### src/rtl/clk_rdy_irq_pkg.sv
package clk_rdy_irq_pkg;
  localparam int BUS_W   = 32;
  localparam int LANES   = BUS_W / 8;
  localparam int NUM_OSC = 6;
  localparam int NUM_EDG = NUM_OSC + 2;
  localparam int ADDR_W  = 8;

  localparam int B_LSI  = 0;
  localparam int B_LSE  = 1;
  localparam int B_MSI  = 2;
  localparam int B_HSI  = 3;
  localparam int B_HSE  = 4;
  localparam int B_PLL  = 5;
  localparam int B_CSS  = 8;
  localparam int B_LCSS = 9;

  localparam logic [BUS_W-1:0] FLAG_MASK = 32'h0000_033F;
  localparam logic [ADDR_W-1:0] OFFS_STAT = 8'h1C;
  localparam logic [ADDR_W-1:0] OFFS_ACK  = 8'h20;
endpackage

### src/rtl/cri_edge_det.sv
module cri_edge_det #(
  parameter int W = 8
) (
  input  logic         clk_i,
  input  logic         rst_ni,
  input  logic [W-1:0] lvl_i,
  output logic [W-1:0] rise_o
);
  logic [W-1:0] lvl_q;

  always_ff @(posedge clk_i or negedge rst_ni) begin
    if (!rst_ni) lvl_q <= '0;
    else         lvl_q <= lvl_i;
  end

  assign rise_o = lvl_i & ~lvl_q;
endmodule

### src/rtl/cri_ack_dec.sv
module cri_ack_dec #(
  parameter int              ADDR_W = 8,
  parameter int              BUS_W  = 32,
  parameter logic [ADDR_W-1:0] OFFS = '0,
  parameter logic [BUS_W-1:0]  MASK = '0
) (
  input  logic                 sel_i,
  input  logic                 we_i,
  input  logic [ADDR_W-1:0]    addr_i,
  input  logic [BUS_W/8-1:0]   be_i,
  input  logic [BUS_W-1:0]     wdata_i,
  output logic [BUS_W-1:0]     clr_o
);
  localparam int LANES = BUS_W / 8;
  logic             hit;
  logic [BUS_W-1:0] lane_m;

  assign hit = sel_i & we_i & (addr_i == OFFS);

  for (genvar n = 0; n < LANES; n++) begin : g_lane
    assign lane_m[8*n +: 8] = {8{be_i[n]}};
  end

  assign clr_o = hit ? (wdata_i & lane_m & MASK) : '0;
endmodule

### src/rtl/cri_flag_bank.sv
module cri_flag_bank #(
  parameter int             BUS_W = 32,
  parameter logic [BUS_W-1:0] MASK = '0
) (
  input  logic             clk_i,
  input  logic             rst_ni,
  input  logic [BUS_W-1:0] set_i,
  input  logic [BUS_W-1:0] clr_i,
  output logic [BUS_W-1:0] flags_o
);
  for (genvar i = 0; i < BUS_W; i++) begin : g_bit
    if (MASK[i]) begin : g_flop
      logic bit_q;
      // set has priority so an event coinciding with an ack survives
      always_ff @(posedge clk_i or negedge rst_ni) begin
        if (!rst_ni)       bit_q <= 1'b0;
        else if (set_i[i]) bit_q <= 1'b1;
        else if (clr_i[i]) bit_q <= 1'b0;
      end
      assign flags_o[i] = bit_q;
    end else begin : g_rsvd
      assign flags_o[i] = 1'b0;
    end
  end
endmodule

### src/rtl/clk_rdy_irq.sv
module clk_rdy_irq
  import clk_rdy_irq_pkg::*;
(
  input  logic                 clk_i,
  input  logic                 rst_ni,
  input  logic [NUM_OSC-1:0]   osc_rdy_i,
  input  logic [NUM_OSC-1:0]   rdy_ie_i,
  input  logic                 hsi_swon_i,
  input  logic                 css_fail_i,
  input  logic                 lse_css_fail_i,
  input  logic                 bus_sel_i,
  input  logic                 bus_we_i,
  input  logic [ADDR_W-1:0]    bus_addr_i,
  input  logic [LANES-1:0]     bus_be_i,
  input  logic [BUS_W-1:0]     bus_wdata_i,
  output logic [BUS_W-1:0]     bus_rdata_o,
  output logic                 irq_o
);
  logic [NUM_EDG-1:0] rise;
  logic [BUS_W-1:0]   evt;
  logic [BUS_W-1:0]   clr_mask;
  logic [BUS_W-1:0]   flags_q;
  logic               irq_q;

  cri_edge_det #(.W(NUM_EDG)) u_edge (
    .clk_i  (clk_i),
    .rst_ni (rst_ni),
    .lvl_i  ({lse_css_fail_i, css_fail_i, osc_rdy_i}),
    .rise_o (rise)
  );

  always_comb begin
    evt = '0;
    evt[NUM_OSC-1:0] = rise[NUM_OSC-1:0] & rdy_ie_i;
    // peripheral-requested wake of the internal HS oscillator must not flag
    evt[B_HSI]  = evt[B_HSI] & hsi_swon_i;
    evt[B_CSS]  = rise[NUM_OSC];
    evt[B_LCSS] = rise[NUM_OSC+1];
  end

  cri_ack_dec #(
    .ADDR_W (ADDR_W),
    .BUS_W  (BUS_W),
    .OFFS   (OFFS_ACK),
    .MASK   (FLAG_MASK)
  ) u_ack (
    .sel_i   (bus_sel_i),
    .we_i    (bus_we_i),
    .addr_i  (bus_addr_i),
    .be_i    (bus_be_i),
    .wdata_i (bus_wdata_i),
    .clr_o   (clr_mask)
  );

  cri_flag_bank #(
    .BUS_W (BUS_W),
    .MASK  (FLAG_MASK)
  ) u_bank (
    .clk_i   (clk_i),
    .rst_ni  (rst_ni),
    .set_i   (evt),
    .clr_i   (clr_mask),
    .flags_o (flags_q)
  );

  always_ff @(posedge clk_i or negedge rst_ni) begin
    if (!rst_ni) irq_q <= 1'b0;
    else         irq_q <= |flags_q;
  end

  assign irq_o       = irq_q;
  assign bus_rdata_o = (bus_sel_i && !bus_we_i && bus_addr_i == OFFS_STAT) ? flags_q : '0;
endmodule

### config.mk
export PLATFORM = sky130hd
export DESIGN_NAME = clk_rdy_irq
export DESIGN_NICKNAME = d
export VERILOG_FILES = /design/src/rtl/clk_rdy_irq_pkg.sv /design/src/rtl/cri_edge_det.sv /design/src/rtl/cri_ack_dec.sv /design/src/rtl/cri_flag_bank.sv /design/src/rtl/clk_rdy_irq.sv
export SDC_FILE = /design/constraint.sdc
export NUM_CORES = 1
export LEC_CHECK = 0
export BUFFER_PORTS_ARGS = -buffer_cell sky130_fd_sc_hd__buf_2
export CAP_MARGIN = 40
export CORE_MARGIN = 2
export CORE_UTILIZATION = 34
export DETAILED_ROUTE_END_ITERATION = 6
export PLACE_DENSITY = 0.78
export SYNTH_ARGS = -nofsm -noshare
export SYNTH_HDL_FRONTEND = slang
export SYNTH_SLANG_ARGS = --single-unit
### constraint.sdc
create_clock -name clk_i -period 2.28 [get_ports clk_i]
set_clock_uncertainty 0.2 [all_clocks]
set_input_delay 0.228 -clock clk_i [delete_from_list [all_inputs] [get_ports clk_i]]
set_output_delay 0.228 -clock clk_i [all_outputs]
set_load 0.005 [all_outputs]
==> impl_metrics.toml <==
[synth]
synth_area_leaders = "dfrtp_1 (46%), buf_4 (20%), and2_1 (5.4%)"
yosysWarnings = 0
yosysTopAreaCell = "dfrtp_1"
yosys.area.top_type_share = 0.461
syn_area_per_cell_um2 = 9.81
synth_seq_cells = 17
synth-seq-area-share = 0.461
syn_inst = 94
netlist_area_um2 = 922
yosysUniqueCellTypes = 17

[global_route]
overflow = 0
grt_use_total = 0.123
grt_pass1_wl_mm = 3.08
grt_antenna_before_repair = 0
grt_pass1_vias = 761
grt_max_degree = 18

[clock_tree]
post_cts_buffers = 0
cts_tree = "yes"
clk_pin_slew_ns = 0.10
cts_buffer_depth = 2
cts_sinks = 17
cts_buffers = 3
cts_root_buf = "clkbuf_4"
clk-insertion-delay-late_ns = 0.28
cts.htree.levels = 1

[drt]
routed_via_density = 4.21
drt-met1-wl_um = 752
via_count = 767
dr_wl_met2_um = 973
routedWlPerCell_um = 10.4
drc = 0
drtIter0Drc = 12
dr.pass1.iters = 4
antenna_left = 0
routed.top_layer = "met4"
routed_wl_mm = 1.89
wl_met3_um = 157

[floorplanning]
rows = 18
io_pins = 96
die-area_um2 = 3140
core-area_um2 = 2520
die_w_um = 56.1
start_util = 0.366
die_h_um = 56.1

[critical_path]
ff2ff_path_depth = 2
path_class = "in -> out"
crit_path_start_kind = "primary input"
reg2reg_slack_ns = 1.18
critPathRequiredTime_ns = 1.85
r2r_start = "u_bank.g_bit[8].g_flop.bit_q$_DFFE_PN0P_"
arrival_ns = 1.56
crit_fanout = 8
rr_endpoint = "irq_o$_DFF_PN0_"
end_kind = "output pin"

[power_and_ir_drop]
pwr-share-seq = 0.570
power_switching_uw = 129
switching_share = 0.236
p_per_area_nw_per_um2 = 446
p_comb_frac = 0.141
p_int_uw = 416
pwr-share-clk = 0.289
ir_drop_uv = 351
power_leakage_nw = 0.683

[sta]
fin_crit_ns = 1.99
setup_viol = 0
finalCritPeriodShare = 0.874
setup_tns_ns = 0
final-hold-violation-count = 0
max_freq_mhz = 502
drv_slew = 0
grt_setup_unrepaired = "false"

[final_layout]
layout_common_cells = "buf_2 (45), conb_1 (24), dfrtp_1 (17)"
final_common_cell = "buf_2"
fillers = 253
seqCellArea_um2 = 425
n_antenna_cell = 0
area_growth_pct = 32.4
utilization = 0.484
multi_input_area_um2 = 360
final_nets = 216
post_route_cells_drive_above_1_share = 0.349

[run]
cap_violations = 0

[place]
portBuffers = 45
dp_hpwl_mm = 1.50
gp_congestion = 0.657

[worst_hold_path]
min_from = "rdy_ie_i[3]"
whs_path_depth = 3
min_path_type = "in -> reg"
min_delay_worst_endpoint = "u_bank.g_bit[3].g_flop.bit_q$_DFFE_PN0P_"

[outcome]
outcome = "complete, no violations"
-- how the worst max path moves through the flow --
stage	start	endpoint	slack [ns]	cells past startpoint
5_1_grt	bus_addr_i[6]	bus_rdata_o[5]	0.18	6
2_1_floorplan	bus_addr_i[6]	bus_rdata_o[0]	0.38	3
3_3_place_gp	bus_addr_i[6]	u_bank.g_bit[2].g_flop.bit_q$_DFFE_PN0P_	0.22	4
3_5_place_dp	bus_addr_i[6]	u_bank.g_bit[4].g_flop.bit_q$_DFFE_PN0P_	0.21	4
6_report	bus_addr_i[6]	bus_rdata_o[5]	0.29	6
4_1_cts	bus_addr_i[6]	bus_rdata_o[5]	0.31	6
-- critical path, cell delays in order --
cell    delay (ns)
buf_2         0.10
or4b_4        0.54
nor4_1        0.24
buf_4         0.19
and2_1        0.15
buf_2         0.12
-- repair_timing --
item                                   CTS  global route
gates resized for setup                  0             0
hold buffers                            10             0
endpoints found under the hold margin   26             0
-- sequential cells by signal (all words and copies together) (netlist names) --
| signal | count |
|---|---|
| u_bank.g_bit.g_flop.bit_q | 8 |
| u_edge.lvl_q | 8 |
| irq_o | 1 |
-- cell usage after synthesis --
master,count
or4b_4,1
o22ai_1,7
o21bai_1,2
a2bb2oi_1,1
nand4b_1,2
nand2_1,7
buf_2,1
and2_1,8
or4_1,1
or3b_2,2
dfrtp_1,17
a21o_1,5
nand3b_1,1
inv_1,10
nor4_1,4
conb_1,1
buf_4,24
-- per-stage QoR --
stage,area (µm²),hold WS [ns],setup slack [ns],cells,power (mW)
5_1_grt,1220,0.0380,0.181,182,0.575
2_1_floorplan,1010,-0.268,0.383,117,0.369
4_1_cts,1220,0.0166,0.309,182,0.554
6_report,1220,0.0292,0.288,182,0.545
3_3_place_gp,1090,-0.0403,0.215,168,0.377
3_5_place_dp,1090,-0.0304,0.207,168,0.381
-- power by group through the flow --
stage | Sequential [mW] | Combinational (mW) | Clock (mW)
finish | 0.311 | 0.0768 | 0.158
CTS | 0.311 | 0.0766 | 0.166
detailed placement | 0.317 | 0.0638 | 0
global route | 0.311 | 0.0856 | 0.178
floorplan | 0.316 | 0.0529 | 0
global placement | 0.316 | 0.0609 | 0
-- logic make-up (layout without fill, tap and decap cells) --
kind of cell | count (synthesis) | after routing | share of synthesized area
AOI/OAI and AO/OA | 15 | 15 | 0.114
DFF | 17 | 17 | 0.461
other | 1 | 24 | 0.00407
buffers and inverters | 35 | 70 | 0.242
and+or+nand+nor | 26 | 26 | 0.179
-- final cells by class --
cell class	count	share of cell area
clock buffer	3	0.0184
clock inverter	1	0.00410
inverter	10	0.0307
multi-input combinational	65	0.295
sequential	17	0.348
tap	30	0.0307
timing repair buffer	56	0.273
-- per-layer routing --
metal  up-vias  GRT usage
met4         0     0.0510
met5         -          0
met3         2     0.0256
li1        382          -
met1       343      0.131
met2        40      0.232
No activity file was read; power rests on OpenSTA's default activity.
